**src/rtl/qgate_pkg.sv**
```systemverilog
`timescale 1ns/1ps
package qgate_pkg;

  // Downstream sequencer states
  typedef enum logic [2:0] {
    DS_RUN,     // devices running, requests high
    DS_DELAY,   // counting idle hysteresis cycles
    DS_ENTER,   // requests low, collecting answers
    DS_QUIET,   // every device accepted
    DS_DENIED,  // a device or activity refused entry
    DS_WAKE,    // enable reopened, requests still low
    DS_EXIT     // requests high, collecting run answers
  } ds_state_e;

  // Per upstream channel states
  typedef enum logic [2:0] {
    UC_RUN,
    UC_WAIT,
    UC_ACC,
    UC_DENY,
    UC_EXIT
  } uc_state_e;

endpackage

```
**src/rtl/qgate_sync.sv**
```systemverilog
`timescale 1ns/1ps
module qgate_sync #(
  parameter int unsigned      W       = 1,
  parameter bit               ASYNC   = 1'b1,
  parameter logic [W-1:0]     RST_VAL = '0
) (
  input  logic         clk,
  input  logic         rst_n,
  input  logic [W-1:0] d,
  output logic [W-1:0] q
);

  generate
    if (ASYNC) begin : g_async
      logic [W-1:0] meta_q;
      logic [W-1:0] safe_q;
      always_ff @(posedge clk or negedge rst_n) begin
        if (!rst_n) begin
          meta_q <= RST_VAL;
          safe_q <= RST_VAL;
        end else begin
          meta_q <= d;
          safe_q <= meta_q;
        end
      end
      assign q = safe_q;
    end else begin : g_bypass
      assign q = d;
    end
  endgenerate

endmodule

```
**src/rtl/qgate_up_chan.sv**
```systemverilog
`timescale 1ns/1ps
module qgate_up_chan
  import qgate_pkg::*;
(
  input  logic      clk,
  input  logic      rst_n,
  input  logic      req_n,
  input  ds_state_e ds,
  output uc_state_e st,
  output logic      accept_n,
  output logic      deny
);

  uc_state_e nxt;

  always_comb begin
    nxt = st;
    case (st)
      UC_RUN:  if (!req_n) nxt = UC_WAIT;
      UC_WAIT: begin
        if (ds == DS_QUIET)       nxt = UC_ACC;
        else if (ds == DS_DENIED) nxt = UC_DENY;
      end
      UC_ACC:  if (req_n) nxt = UC_EXIT;
      UC_DENY: if (req_n) nxt = UC_RUN;
      UC_EXIT: if (ds == DS_RUN) nxt = UC_RUN;
      default: nxt = UC_RUN;
    endcase
  end

  always_ff @(posedge clk or negedge rst_n) begin
    if (!rst_n) begin
      st       <= UC_RUN;
      accept_n <= 1'b1;
      deny     <= 1'b0;
    end else begin
      st       <= nxt;
      accept_n <= !((nxt == UC_ACC) || (nxt == UC_EXIT));
      deny     <= (nxt == UC_DENY);
    end
  end

endmodule

```
**src/rtl/qgate_down_seq.sv**
```systemverilog
`timescale 1ns/1ps
module qgate_down_seq
  import qgate_pkg::*;
#(
  parameter int unsigned N_DEV = 4,
  parameter int unsigned DLY_W = 8
) (
  input  logic             clk,
  input  logic             rst_n,
  input  logic             any_wait,
  input  logic             any_hold,
  input  logic             any_block,
  input  logic             act_any,
  input  logic [DLY_W-1:0] dly,
  input  logic [N_DEV-1:0] dev_acc_n,
  input  logic [N_DEV-1:0] dev_deny,
  output ds_state_e        ds,
  output logic [N_DEV-1:0] dev_req_n
);

  localparam logic [DLY_W-1:0] DLY_ONE = DLY_W'(1);

  ds_state_e        nxt;
  logic [DLY_W-1:0] cnt_q;
  logic             req_q;
  logic             all_acc;
  logic             all_run;
  logic             some_deny;

  assign all_acc   = (dev_acc_n == '0);
  assign all_run   = (dev_acc_n == '1);
  assign some_deny = |dev_deny;

  always_comb begin
    nxt = ds;
    case (ds)
      DS_RUN:    if (any_wait) nxt = DS_DELAY;
      DS_DELAY: begin
        if (act_any)           nxt = DS_DENIED;
        else if (cnt_q == '0)  nxt = DS_ENTER;
      end
      DS_ENTER: begin
        if (some_deny)         nxt = DS_DENIED;
        else if (all_acc)      nxt = DS_QUIET;
      end
      DS_QUIET:  if (!any_hold)  nxt = DS_WAKE;
      DS_DENIED: if (!any_block) nxt = DS_EXIT;
      DS_WAKE:   nxt = DS_EXIT;
      DS_EXIT:   if (all_run && !some_deny) nxt = DS_RUN;
      default:   nxt = DS_RUN;
    endcase
  end

  always_ff @(posedge clk or negedge rst_n) begin
    if (!rst_n) begin
      ds    <= DS_RUN;
      cnt_q <= '0;
      req_q <= 1'b1;
    end else begin
      ds <= nxt;
      if (ds == DS_RUN && nxt == DS_DELAY)
        cnt_q <= dly;
      else if (ds == DS_DELAY && cnt_q != '0)
        cnt_q <= cnt_q - DLY_ONE;
      // a denial keeps whatever level the requests already had
      if (nxt == DS_ENTER)
        req_q <= 1'b0;
      else if (nxt == DS_EXIT)
        req_q <= 1'b1;
    end
  end

  assign dev_req_n = {N_DEV{req_q}};

endmodule

```
**src/rtl/qgate_ctrl.sv**
```systemverilog
`timescale 1ns/1ps
module qgate_ctrl
  import qgate_pkg::*;
#(
  parameter int unsigned N_DEV      = 4,
  parameter int unsigned N_ACT_ONLY = 2,
  parameter int unsigned DLY_W      = 8,
  parameter bit          CG_ASYNC   = 1'b1,
  parameter bit          PM_ASYNC   = 1'b1,
  parameter bit          DEV_ASYNC  = 1'b1
) (
  input  logic                        clk,
  input  logic                        rst_n,
  input  logic                        cg_qreq_n,
  output logic                        cg_qaccept_n,
  output logic                        cg_qdeny,
  output logic                        cg_qactive,
  input  logic                        pm_qreq_n,
  output logic                        pm_qaccept_n,
  output logic                        pm_qdeny,
  output logic                        pm_qactive,
  output logic [N_DEV-1:0]            dev_qreq_n,
  input  logic [N_DEV-1:0]            dev_qaccept_n,
  input  logic [N_DEV-1:0]            dev_qdeny,
  input  logic [N_DEV+N_ACT_ONLY-1:0] dev_qactive,
  input  logic [DLY_W-1:0]            entry_dly,
  input  logic                        clk_force,
  input  logic                        test_cg_en,
  output logic                        clk_en
);

  localparam int NUP   = 2;
  localparam int N_ACT = N_DEV + N_ACT_ONLY;

  ds_state_e        ds;
  uc_state_e        uc_st [NUP];
  logic [NUP-1:0]   up_req_raw;
  logic [NUP-1:0]   up_req_s;
  logic [NUP-1:0]   up_acc_n;
  logic [NUP-1:0]   up_deny;
  logic [NUP-1:0]   is_wait;
  logic [NUP-1:0]   is_acc;
  logic [NUP-1:0]   is_deny;
  logic [N_DEV-1:0] dev_acc_s;
  logic [N_DEV-1:0] dev_deny_s;
  logic [N_ACT-1:0] act_s;
  logic             act_any;
  logic             force_s;
  logic             clk_en_q;

  assign up_req_raw = {pm_qreq_n, cg_qreq_n};

  generate
    for (genvar i = 0; i < NUP; i++) begin : g_up
      qgate_sync #(
        .W      (1),
        .ASYNC  ((i == 0) ? CG_ASYNC : PM_ASYNC),
        .RST_VAL(1'b1)
      ) u_req_sync (
        .clk  (clk),
        .rst_n(rst_n),
        .d    (up_req_raw[i]),
        .q    (up_req_s[i])
      );

      qgate_up_chan u_chan (
        .clk     (clk),
        .rst_n   (rst_n),
        .req_n   (up_req_s[i]),
        .ds      (ds),
        .st      (uc_st[i]),
        .accept_n(up_acc_n[i]),
        .deny    (up_deny[i])
      );

      assign is_wait[i] = (uc_st[i] == UC_WAIT);
      assign is_acc[i]  = (uc_st[i] == UC_ACC);
      assign is_deny[i] = (uc_st[i] == UC_DENY);
    end
  endgenerate

  qgate_sync #(.W(N_DEV), .ASYNC(DEV_ASYNC), .RST_VAL('1)) u_acc_sync (
    .clk(clk), .rst_n(rst_n), .d(dev_qaccept_n), .q(dev_acc_s)
  );

  qgate_sync #(.W(N_DEV), .ASYNC(DEV_ASYNC), .RST_VAL('0)) u_deny_sync (
    .clk(clk), .rst_n(rst_n), .d(dev_qdeny), .q(dev_deny_s)
  );

  qgate_sync #(.W(N_ACT), .ASYNC(1'b1), .RST_VAL('0)) u_act_sync (
    .clk(clk), .rst_n(rst_n), .d(dev_qactive), .q(act_s)
  );

  qgate_sync #(.W(1), .ASYNC(1'b1), .RST_VAL(1'b0)) u_force_sync (
    .clk(clk), .rst_n(rst_n), .d(clk_force), .q(force_s)
  );

  assign act_any = |act_s;

  qgate_down_seq #(.N_DEV(N_DEV), .DLY_W(DLY_W)) u_seq (
    .clk      (clk),
    .rst_n    (rst_n),
    .any_wait (|is_wait),
    .any_hold (|(is_wait | is_acc)),
    .any_block(|(is_wait | is_deny)),
    .act_any  (act_any),
    .dly      (entry_dly),
    .dev_acc_n(dev_acc_s),
    .dev_deny (dev_deny_s),
    .ds       (ds),
    .dev_req_n(dev_qreq_n)
  );

  // Enable closes only with the group quiet and both channels accepted.
  always_ff @(posedge clk or negedge rst_n) begin
    if (!rst_n) clk_en_q <= 1'b1;
    else        clk_en_q <= force_s || !((ds == DS_QUIET) && (&is_acc));
  end

  // Scan enable bypasses every flop so shift clocks always reach the devices.
  assign clk_en = clk_en_q | test_cg_en;

  assign cg_qaccept_n = up_acc_n[0];
  assign pm_qaccept_n = up_acc_n[1];
  assign cg_qdeny     = up_deny[0];
  assign pm_qdeny     = up_deny[1];
  assign cg_qactive   = act_any;
  assign pm_qactive   = act_any;

endmodule

```
**config.mk**
```make
export PLATFORM = sky130hd
export DESIGN_NAME = qgate_ctrl
export DESIGN_NICKNAME = d
export VERILOG_FILES = /design/src/rtl/qgate_pkg.sv /design/src/rtl/qgate_sync.sv /design/src/rtl/qgate_up_chan.sv /design/src/rtl/qgate_down_seq.sv /design/src/rtl/qgate_ctrl.sv
export SDC_FILE = /design/constraint.sdc
export NUM_CORES = 1
export LEC_CHECK = 0
export BUFFER_PORTS_ARGS = -buffer_cell sky130_fd_sc_hd__buf_4
export CAP_MARGIN = 20
export CORE_MARGIN = 2
export CORE_UTILIZATION = 58
export DETAILED_ROUTE_END_ITERATION = 7
export MAX_ROUTING_LAYER = met4
export PLACE_DENSITY = 0.82
export SETUP_SLACK_MARGIN = 0.1
export SYNTH_ARGS = -nofsm -noshare
export SYNTH_HDL_FRONTEND = slang
export SYNTH_SLANG_ARGS = --single-unit
```
**constraint.sdc**
```tcl
create_clock -name clk -period 2.8 [get_ports clk]
set_input_delay 0.42 -clock clk [delete_from_list [all_inputs] [get_ports clk]]
set_output_delay 0.42 -clock clk [all_outputs]
set_load 0.01 [all_outputs]
```
==> impl_metrics.toml, run 1 <==
[setup_path]
crit_fanout = 12
worst_path_largest_cell_delay_ns = 0.58
crit_path_end_kind = "flip-flop"
rr_endpoint = "u_seq.cnt_q[7]"
crit_chain = "nor4b_1 > o211ai_1 > nor4_1 > nand3b_1 > o221ai_1"
worstRegToRegCells = 5
reg2reg_from = "u_seq.ds[1]"
crit_required_ns = 2.98
regToRegSetupSlack_ns = 0.78
crit_type = "flip-flop to flip-flop"
arrival_ns = 2.20
path_buf_inv = 0
start_kind = "flip-flop"
slowest_stage = "nor4b_1"
cpLargestDelayFamily = "simple AND/OR/NAND/NOR gates"

[floorplan]
die_area_sq_mm = 0.00430
pin_count = 39
start_util_pct = 60.1
fp.dieH_um = 65.6
die_w_um = 65.6
core_area_sq_mm = 0.00366
fp-row-count = 22

[worst_hold_path]
min_path_type = "primary input to async pin"

[job]
cap_violations = 0

[layout]
syn_to_final_growth_pct = 20.8
drive_gt1_share_pct = 32.9
n_fill_cell = 249
nNetsFinal = 249
antennaDiodeCount = 0
fin_util_pct = 72.6

[timing]
hold_viol_final = 0
slew_viol_final = 0
fin_worst_skew_ns = 0.00603
fmax_mhz = 495
slew_headroom_pct = 56.2
setup_viol = 0
rsz0062_at_grt = "false"
period_share_pct = 72.1
fin_crit_ns = 2.02
tightest_slew_ns = 0.658
finalSetupTns_ns = 0

[placement]
hpwl_um = 2560
gp_congestion = 0.838
numPortBuffers = 38

[cts]
clk_latency_ns = 0.33
cts.hold.buffers_added = 0
htree_num_levels = 3
cts_tree = "done"
ctsResizeCount = 0
cts_buffer_depth = 2
cts_made_buffers = 9
clkSinkCount = 57
post-cts-setup-buffers = 0
cts_root_buf = "clkbuf_8"
clkTransAtPathRegs_ns = 0.07

[power]
pwr-share-seq_pct = 50.3
switching_share_pct = 30.0
leakage_nw = 1.20
power_density_mw_per_mm2 = 818
peakVddDrop_v = 0.000578
power.internal_mw = 1.52
power_switching_uw = 651
combPwrFrac_pct = 18.2
p_clk_share_pct = 31.5
power_mw = 2.17

[logic_synthesis]
yosysSeqAreaShare_pct = 65.8
yosysWarnings = 0
ys.flop_type = "dfrtp_1"
synth_edf_count = 0
syn_nets = 213
synth_area_per_cell_sq_um = 12.0
yosysMostFrequentCell = "dfrtp_1"
yosysTopAreaCell = "dfrtp_1"
synth.distinct_cells = 42
synth-seq-cells = 57
synth_top_cell_area_share_pct = 46.6
synth_area_leaders = "dfrtp_1 47%, dfstp_2 19%, a21oi_1 3.0%"
async_flop_share_pct = 100
syn_inst = 184
synthTopCellsByCount = "41 x dfrtp_1, 16 x dfstp_2, 16 x nor2_1"
syn-cell-area_sq_mm = 0.00220

[status]
status = "completed"

[drt]
ant_nets = 0
drt-total-wl_um = 3820
drcViolationCount = 0
wl_per_cell_um = 14.0
route.vias.total = 1511
vias_per_cell = 5.53
first_pass_iters = 4
drt_iter0_drc = 92

[grt]
gr-usage-all-layers_pct = 21.3
overflow = 0
first_global_vias = 1431
grt_max_degree = 58
antenna_found_initial = 0
grt_pass1_wl_um = 6450
==> worst register-to-register path: stages (launching register included) <==
cell and delay, ns:
dfrtp_1 0.50, nor4b_1 0.58, o211ai_1 0.29, nor4_1 0.23, nand3b_1 0.15, o221ai_1 0.12
==> worst max-delay path by stage <==
stage | start | endpoint | slack [ns] | depth (start not counted)
finish | u_seq.ds[1] | u_seq.cnt_q[7] | 0.78 | 5
floorplan | u_seq.cnt_q[5] | u_seq.cnt_q[1] | 1.00 | 5
global route | u_seq.ds[0] | u_seq.cnt_q[7] | 0.48 | 5
CTS | u_seq.ds[1] | u_seq.cnt_q[7] | 0.84 | 5
global placement | u_seq.cnt_q[5] | u_seq.cnt_q[1] | 0.97 | 5
detailed placement | u_seq.ds[1] | u_seq.cnt_q[7] | 0.88 | 5
==> metrics by stage <==
stage | cells | hold WS (ns) | setup slack, ns | cell area, sq um
2_1_floorplan | 184 | 0.124 | 1.00 | 2200
3_3_place_gp | 257 | 0.333 | 0.970 | 2480
3_5_place_dp | 257 | 0.335 | 0.879 | 2480
4_1_cts | 273 | 0.137 | 0.843 | 2660
5_1_grt | 273 | 0.174 | 0.485 | 2660
6_report | 273 | 0.120 | 0.781 | 2660
==> layout by cell type (no fill, tap or decap), drive strengths merged, types with 4 or more instances in the layout <==
master,n
xnor2,5
buf,38
nor2b,4
nand2b,5
dfstp,16
clkbuf,11
dfrtp,41
nor2,16
a21oi,13
nand3b,6
inv,8
nand2,10
nor3,4
==> power groups by stage <==
stage               Combinational [mW]  Sequential [mW]  Clock (mW)
finish                           0.396             1.09       0.684
global route                     0.436             1.11       0.742
CTS                              0.394             1.09       0.700
detailed placement               0.388             1.10           0
global placement                 0.365             1.09           0
floorplan                        0.321             1.03           0
==> area by class of cell <==
| type | count | area [sq um] | share of cell area (%) |
|---|---|---|---|
| clock inverters | 5 | 30.0 | 1.13 |
| clock buffers | 11 | 151 | 5.70 |
| flip-flops and latches | 57 | 1450 | 54.4 |
| well taps | 48 | 60.1 | 2.26 |
| inverters | 8 | 30.0 | 1.13 |
| repair buffers | 38 | 285 | 10.7 |
| multi-input cells | 106 | 654 | 24.6 |
==> state kept, by name, indices dropped and copies added, names as in the netlist, 2 cells and up <==
name	flops
g_up.u_chan.accept_n	2
u_seq.ds	3
g_up.u_req_sync.q	2
u_deny_sync.q	4
u_acc_sync.g_async.meta_q	4
u_acc_sync.q	4
g_up.u_chan.deny	2
u_act_sync.q	6
g_up.u_chan.st	6
u_seq.cnt_q	8
u_deny_sync.g_async.meta_q	4
g_up.u_req_sync.g_async.meta_q	2
u_act_sync.g_async.meta_q	6
==> cell families after synthesis <==
family                     Yosys count  share of synthesized area [%]
xor gates and xnor gates             6                           2.39
DFF                                 57                           65.8
and+or+nand+nor                     64                           15.9
muxes                                1                          0.682
AOI/OAI and AO/OA                   34                           10.2
adders and majority gates            1                          0.569
buffers and inverters               21                           4.49
==> metal layers <==
layer | up-vias | share of wire [%] | global-route usage [%]
met5 | - | 0 | -
met3 | 12 | 5.5 | 6.34
met4 | 0 | 2.4 | 9.64
met2 | 61 | 50 | 32.7
met1 | 733 | 42 | 26.6
li1 | 705 | - | -
Power figures use the tool's default switching activity.
==> run 2: changes to the inputs <==
CORE_UTILIZATION = 54   (was 58)
PLACE_DENSITY = 0.77   (was 0.82)
clock period = 1.9 ns   (was 2.8 ns; I/O delays follow)
==> impl_metrics.toml, run 2 (synthesis results as in run 1) <==
[status]
status = "completed"

[worst_hold_path]
min_path_type = "primary input to flip-flop"
hold_depth = 1
hold_path_end = "u_act_sync.g_async.meta_q[2]"
hp-start = "dev_qactive[2]"

[drt]
drt_iter0_drc = 132
drt-total-wl_um = 3990
ant_nets = 0
first_pass_iters = 6
wl_per_cell_um = 13.7
route.vias.total = 1556
vias_per_cell = 5.33
drcViolationCount = 0

[cts]
cts_tree = "done"
clk_latency_ns = 0.34
htree_num_levels = 3
clkSinkCount = 57
cts_root_buf = "clkbuf_8"
cts_buffer_depth = 2
cts_made_buffers = 9
clkTransAtPathRegs_ns = 0.06

[timing]
period_share_pct = 93.2
slew_viol_final = 0
holdWs_ns = 0.0515
fin_crit_ns = 1.77
tightest_slew_ns = 0.647
fin_worst_skew_ns = 0.00481
setup_viol = 0
slew_headroom_pct = 56.8
hold_viol_final = 0
fmax_mhz = 565
rsz0062_at_grt = "true"
finalSetupTns_ns = 0

[layout]
nNetsFinal = 266
syn_to_final_growth_pct = 29.1
antennaDiodeCount = 0
mostFrequentLayoutCells = "54 x buf_4, 40 x dfrtp_1, 16 x nor2_1, 16 x dfstp_2, 13 x a21oi_1"
layout_commonest_cell = "buf_4"
n_fill_cell = 282
regMostFlops = "u_seq.cnt_q"
largest_reg_flops = 8
finalNonFillerCells = 292
drive_gt1_share_pct = 38.8

[floorplan]
fp-row-count = 23
fp.dieH_um = 67.8
core_area_sq_mm = 0.00397
pin_count = 39
die_area_sq_mm = 0.00460
die_w_um = 67.8
start_util_pct = 55.4

[grt]
antenna_found_initial = 0
grt_max_degree = 58
overflow = 0
first_global_vias = 1462
grt_pass1_wl_um = 6420
gr-usage-all-layers_pct = 20.6

[setup_path]
path_buf_inv = 0
cpLargestDelayFamily = "simple AND/OR/NAND/NOR gates"
reg2reg_from = "u_seq.cnt_q[4]"
slowest_stage = "or4_4"
crit_chain = "or4_4 > o31a_1 > nor2_1 > a21oi_1 > mux2_4"
regToRegSetupSlack_ns = 0.13
crit_required_ns = 2.12
crit_path_end_kind = "flip-flop"
start_kind = "flip-flop"
worst_path_largest_cell_delay_ns = 0.55
worstRegToRegCells = 5
rr_endpoint = "u_seq.cnt_q[1]"
arrival_ns = 1.99
crit_type = "flip-flop to flip-flop"
crit_fanout = 5

[placement]
gp_congestion = 0.794
post-place-cells = 267
numPortBuffers = 38
hpwl_um = 2760

[job]
cap_violations = 0

[power]
power_density_mw_per_mm2 = 1210
peakVddDrop_v = 0.000728
leakage_nw = 1.29
run 2: worst max-delay path by stage:
| stage | from | end | slack [ns] | cells after the start |
|---|---|---|---|---|
| after floorplan | u_seq.cnt_q[5] | u_seq.cnt_q[1] | 0.10 | 5 |
| after global placement | u_seq.cnt_q[5] | u_seq.cnt_q[1] | 0.12 | 5 |
| after detailed placement | u_seq.cnt_q[5] | u_seq.cnt_q[1] | 0.07 | 5 |
| after CTS | u_seq.cnt_q[4] | u_seq.cnt_q[1] | 0.12 | 5 |
| after global routing | u_seq.cnt_q[4] | u_seq.cnt_q[7] | 0.04 | 5 |
| final | u_seq.cnt_q[4] | u_seq.cnt_q[1] | 0.13 | 5 |
run 2: metal layers:
metal | global-route usage [%] | wire length (um)
met1 | 23.1 | 1570
met2 | 31.3 | 2100
met3 | 10.2 | 238
met4 | 9.50 | 82
met5 | - | 0
run 2: cell type report:
| class | instances | area (sq um) | share of cell area (%) |
|---|---|---|---|
| sequential | 57 | 1450 | 51.0 |
| multi-input combinational | 106 | 674 | 23.7 |
| timing repair buffer | 55 | 415 | 14.6 |
| clock buffer | 10 | 128 | 4.49 |
| clock inverter | 6 | 82.6 | 2.91 |
| tap | 50 | 62.6 | 2.20 |
| inverter | 8 | 30.0 | 1.06 |
run 2: stage by stage:
| step | setup slack (ns) | power, mW | cell area (sq um) | util, % |
|---|---|---|---|---|
| 4_1_cts | 0.121 | 3.41 | 2770 | 69.7 |
| 3_3_place_gp | 0.123 | 2.17 | 2540 | 63.9 |
| 5_1_grt | 0.0359 | 3.62 | 2840 | 71.5 |
| 6_report | 0.129 | 3.42 | 2840 | 71.5 |
| 2_1_floorplan | 0.103 | 1.99 | 2200 | - |
| 3_5_place_dp | 0.0727 | 2.22 | 2540 | 63.9 |
run 2: power breakdown:
part           internal [mW]  leakage [nW]  total [mW]  switching (mW)
Combinational          0.350         0.536       0.655           0.305
Sequential              1.41         0.653        1.59           0.182
Clock                  0.730         0.106        1.18           0.448
Total                   2.49          1.29        3.42           0.935
run 2: what timing repair did:
item / 4_1_cts / 5_1_grt
hold buffers: 1 / 0
gates resized for setup: 0 / 6
buffers inserted: 1 / 7
endpoints found under the setup margin: 1 / 8
endpoints found under the hold margin: 3 / 0
pin swaps: 2 / 2
==> run 3: changes to the inputs <==
CORE_UTILIZATION = 58   (was 54)
PLACE_DENSITY = 0.82   (was 0.77)
clock period = 2.2 ns   (was 1.9 ns; I/O delays follow)
==> impl_metrics.toml, run 3 (synthesis results as in run 1) <==
[status]
status = "completed"

[drt]
route.vias.total = 1483
first_pass_iters = 4
ant_nets = 0
drt-total-wl_um = 3780
drt_iter0_drc = 61
drcViolationCount = 0
vias_per_cell = 5.43
wl_per_cell_um = 13.8

[timing]
rsz0062_at_grt = "false"
finalSetupTns_ns = 0
slew_headroom_pct = 56.8
period_share_pct = 86.6
fmax_mhz = 525
hold_viol_final = 0
layout_setup_ws_ns = 0.294
tightest_slew_ns = 0.648
fin_crit_ns = 1.91
fin_worst_skew_ns = 0.00553
slew_viol_final = 0
setup_viol = 0

[grt]
gr-usage-met3_pct = 5.31
first_global_vias = 1444
gr-max-usage-layer = "met2"
grtUsageMet2_pct = 31.5
use_met1_pct = 24.4
gr-usage-all-layers_pct = 20.3
antenna_found_initial = 0
grt_pass1_wl_um = 6220
overflow = 0
grt_max_degree = 58

[setup_path]
crit_path_end_kind = "flip-flop"
crit_type = "flip-flop to flip-flop"
crit_required_ns = 2.37
arrival_ns = 2.08
start_kind = "flip-flop"
crit_fanout = 5

[placement]
hpwl_um = 2570
place_area_sq_mm = 0.00248
gp_congestion = 0.838
pre_cts_slack_ns = 0.326
numPortBuffers = 38

[layout]
mostFrequentLayoutCells = "41 x dfrtp_1, 38 x buf_4, 16 x nor2_1, 16 x dfstp_2, 13 x a21oi_1"
regMostFlops = "u_seq.cnt_q"
largest_reg_flops = 8
finalInstanceArea_sq_mm = 0.00268
fin_util_pct = 73.2
nNetsFinal = 249
antennaDiodeCount = 0
syn_to_final_growth_pct = 21.9
drive_gt1_share_pct = 32.4
layout_commonest_cell = "dfrtp_1"

[power]
power_switching_uw = 788
pwr-share-seq_pct = 49.1
switching_share_pct = 27.7
combPwrFrac_pct = 17.6
p_clk_share_pct = 33.3
power_density_mw_per_mm2 = 1060
peakVddDrop_v = 0.000897
power.internal_mw = 2.06
power_mw = 2.84
leakage_nw = 1.21

[cts]
clkSinkCount = 57
cts_made_buffers = 9
cts_root_buf = "clkbuf_8"
post-cts-setup-buffers = 0
clk_latency_ns = 0.31
clkTransAtPathRegs_ns = 0.06
ctsResizeCount = 0
cts_tree = "done"
cts_buffer_depth = 2
htree_num_levels = 3
cts.hold.buffers_added = 0

[floorplan]
fp-row-count = 22
pin_count = 39
start_util_pct = 60.1
die_area_sq_mm = 0.00430
die_w_um = 65.6
core_area_sq_mm = 0.00366
fp.dieH_um = 65.6

[job]
cap_violations = 0

[worst_hold_path]
min_path_type = "primary input to async pin"
[run 3: worst paths after layout]
path                       slack [ns]                        start  cells after the start                                 to
max in group asynchronous        1.72                        rst_n                      1      u_deny_sync.g_async.meta_q[0]
min reg2reg                      0.34  u_force_sync.g_async.meta_q                      0                     u_force_sync.q
max reg2reg                      0.29               u_seq.cnt_q[5]                      5                     u_seq.cnt_q[5]
min                              0.05                        rst_n                      1                g_up[1].u_chan.deny
min in group clk                 0.12                    pm_qreq_n                      1  g_up[1].u_req_sync.g_async.meta_q
max                              0.29               u_seq.cnt_q[5]                      5                     u_seq.cnt_q[5]
[run 3: routing by layer]
layer	part of all wire, %	wire length [um]	vias to the layer above
met1	42	1580	709
met4	2.4	89	0
met2	50	1870	58
met3	6.3	238	10
met5	0	0	-
li1	-	-	706
[run 3: per-stage QoR]
stage,instances,hold slack [ns]
4_1_cts,273,0.0667
2_1_floorplan,184,0.0344
5_1_grt,273,0.0897
3_5_place_dp,257,0.335
3_3_place_gp,257,0.333
6_report,273,0.0498
[run 3: critical path, stage by stage (launching register included)]
cell	delay (ns)
dfrtp_1	0.42
or4_4	0.59
o211ai_1	0.36
nor2_1	0.12
xnor2_1	0.19
a21oi_1	0.10
[run 3: power by group through the flow]
stage / registers, mW / logic (mW) / clock network [mW]
after floorplan: 1.31 / 0.408 / 0
after global placement: 1.39 / 0.464 / 0
after detailed placement: 1.40 / 0.494 / 0
after CTS: 1.39 / 0.504 / 0.971
after global routing: 1.42 / 0.550 / 1.03
final: 1.40 / 0.501 / 0.947
[run 3: cell type report]
type | count | area, sq um
sequential | 57 | 1450
clock inverter | 3 | 40.0
fill | 246 | 980
inverter | 8 | 30.0
tap | 48 | 60.1
multi-input combinational | 106 | 661
timing repair buffer | 38 | 285
clock buffer | 13 | 159
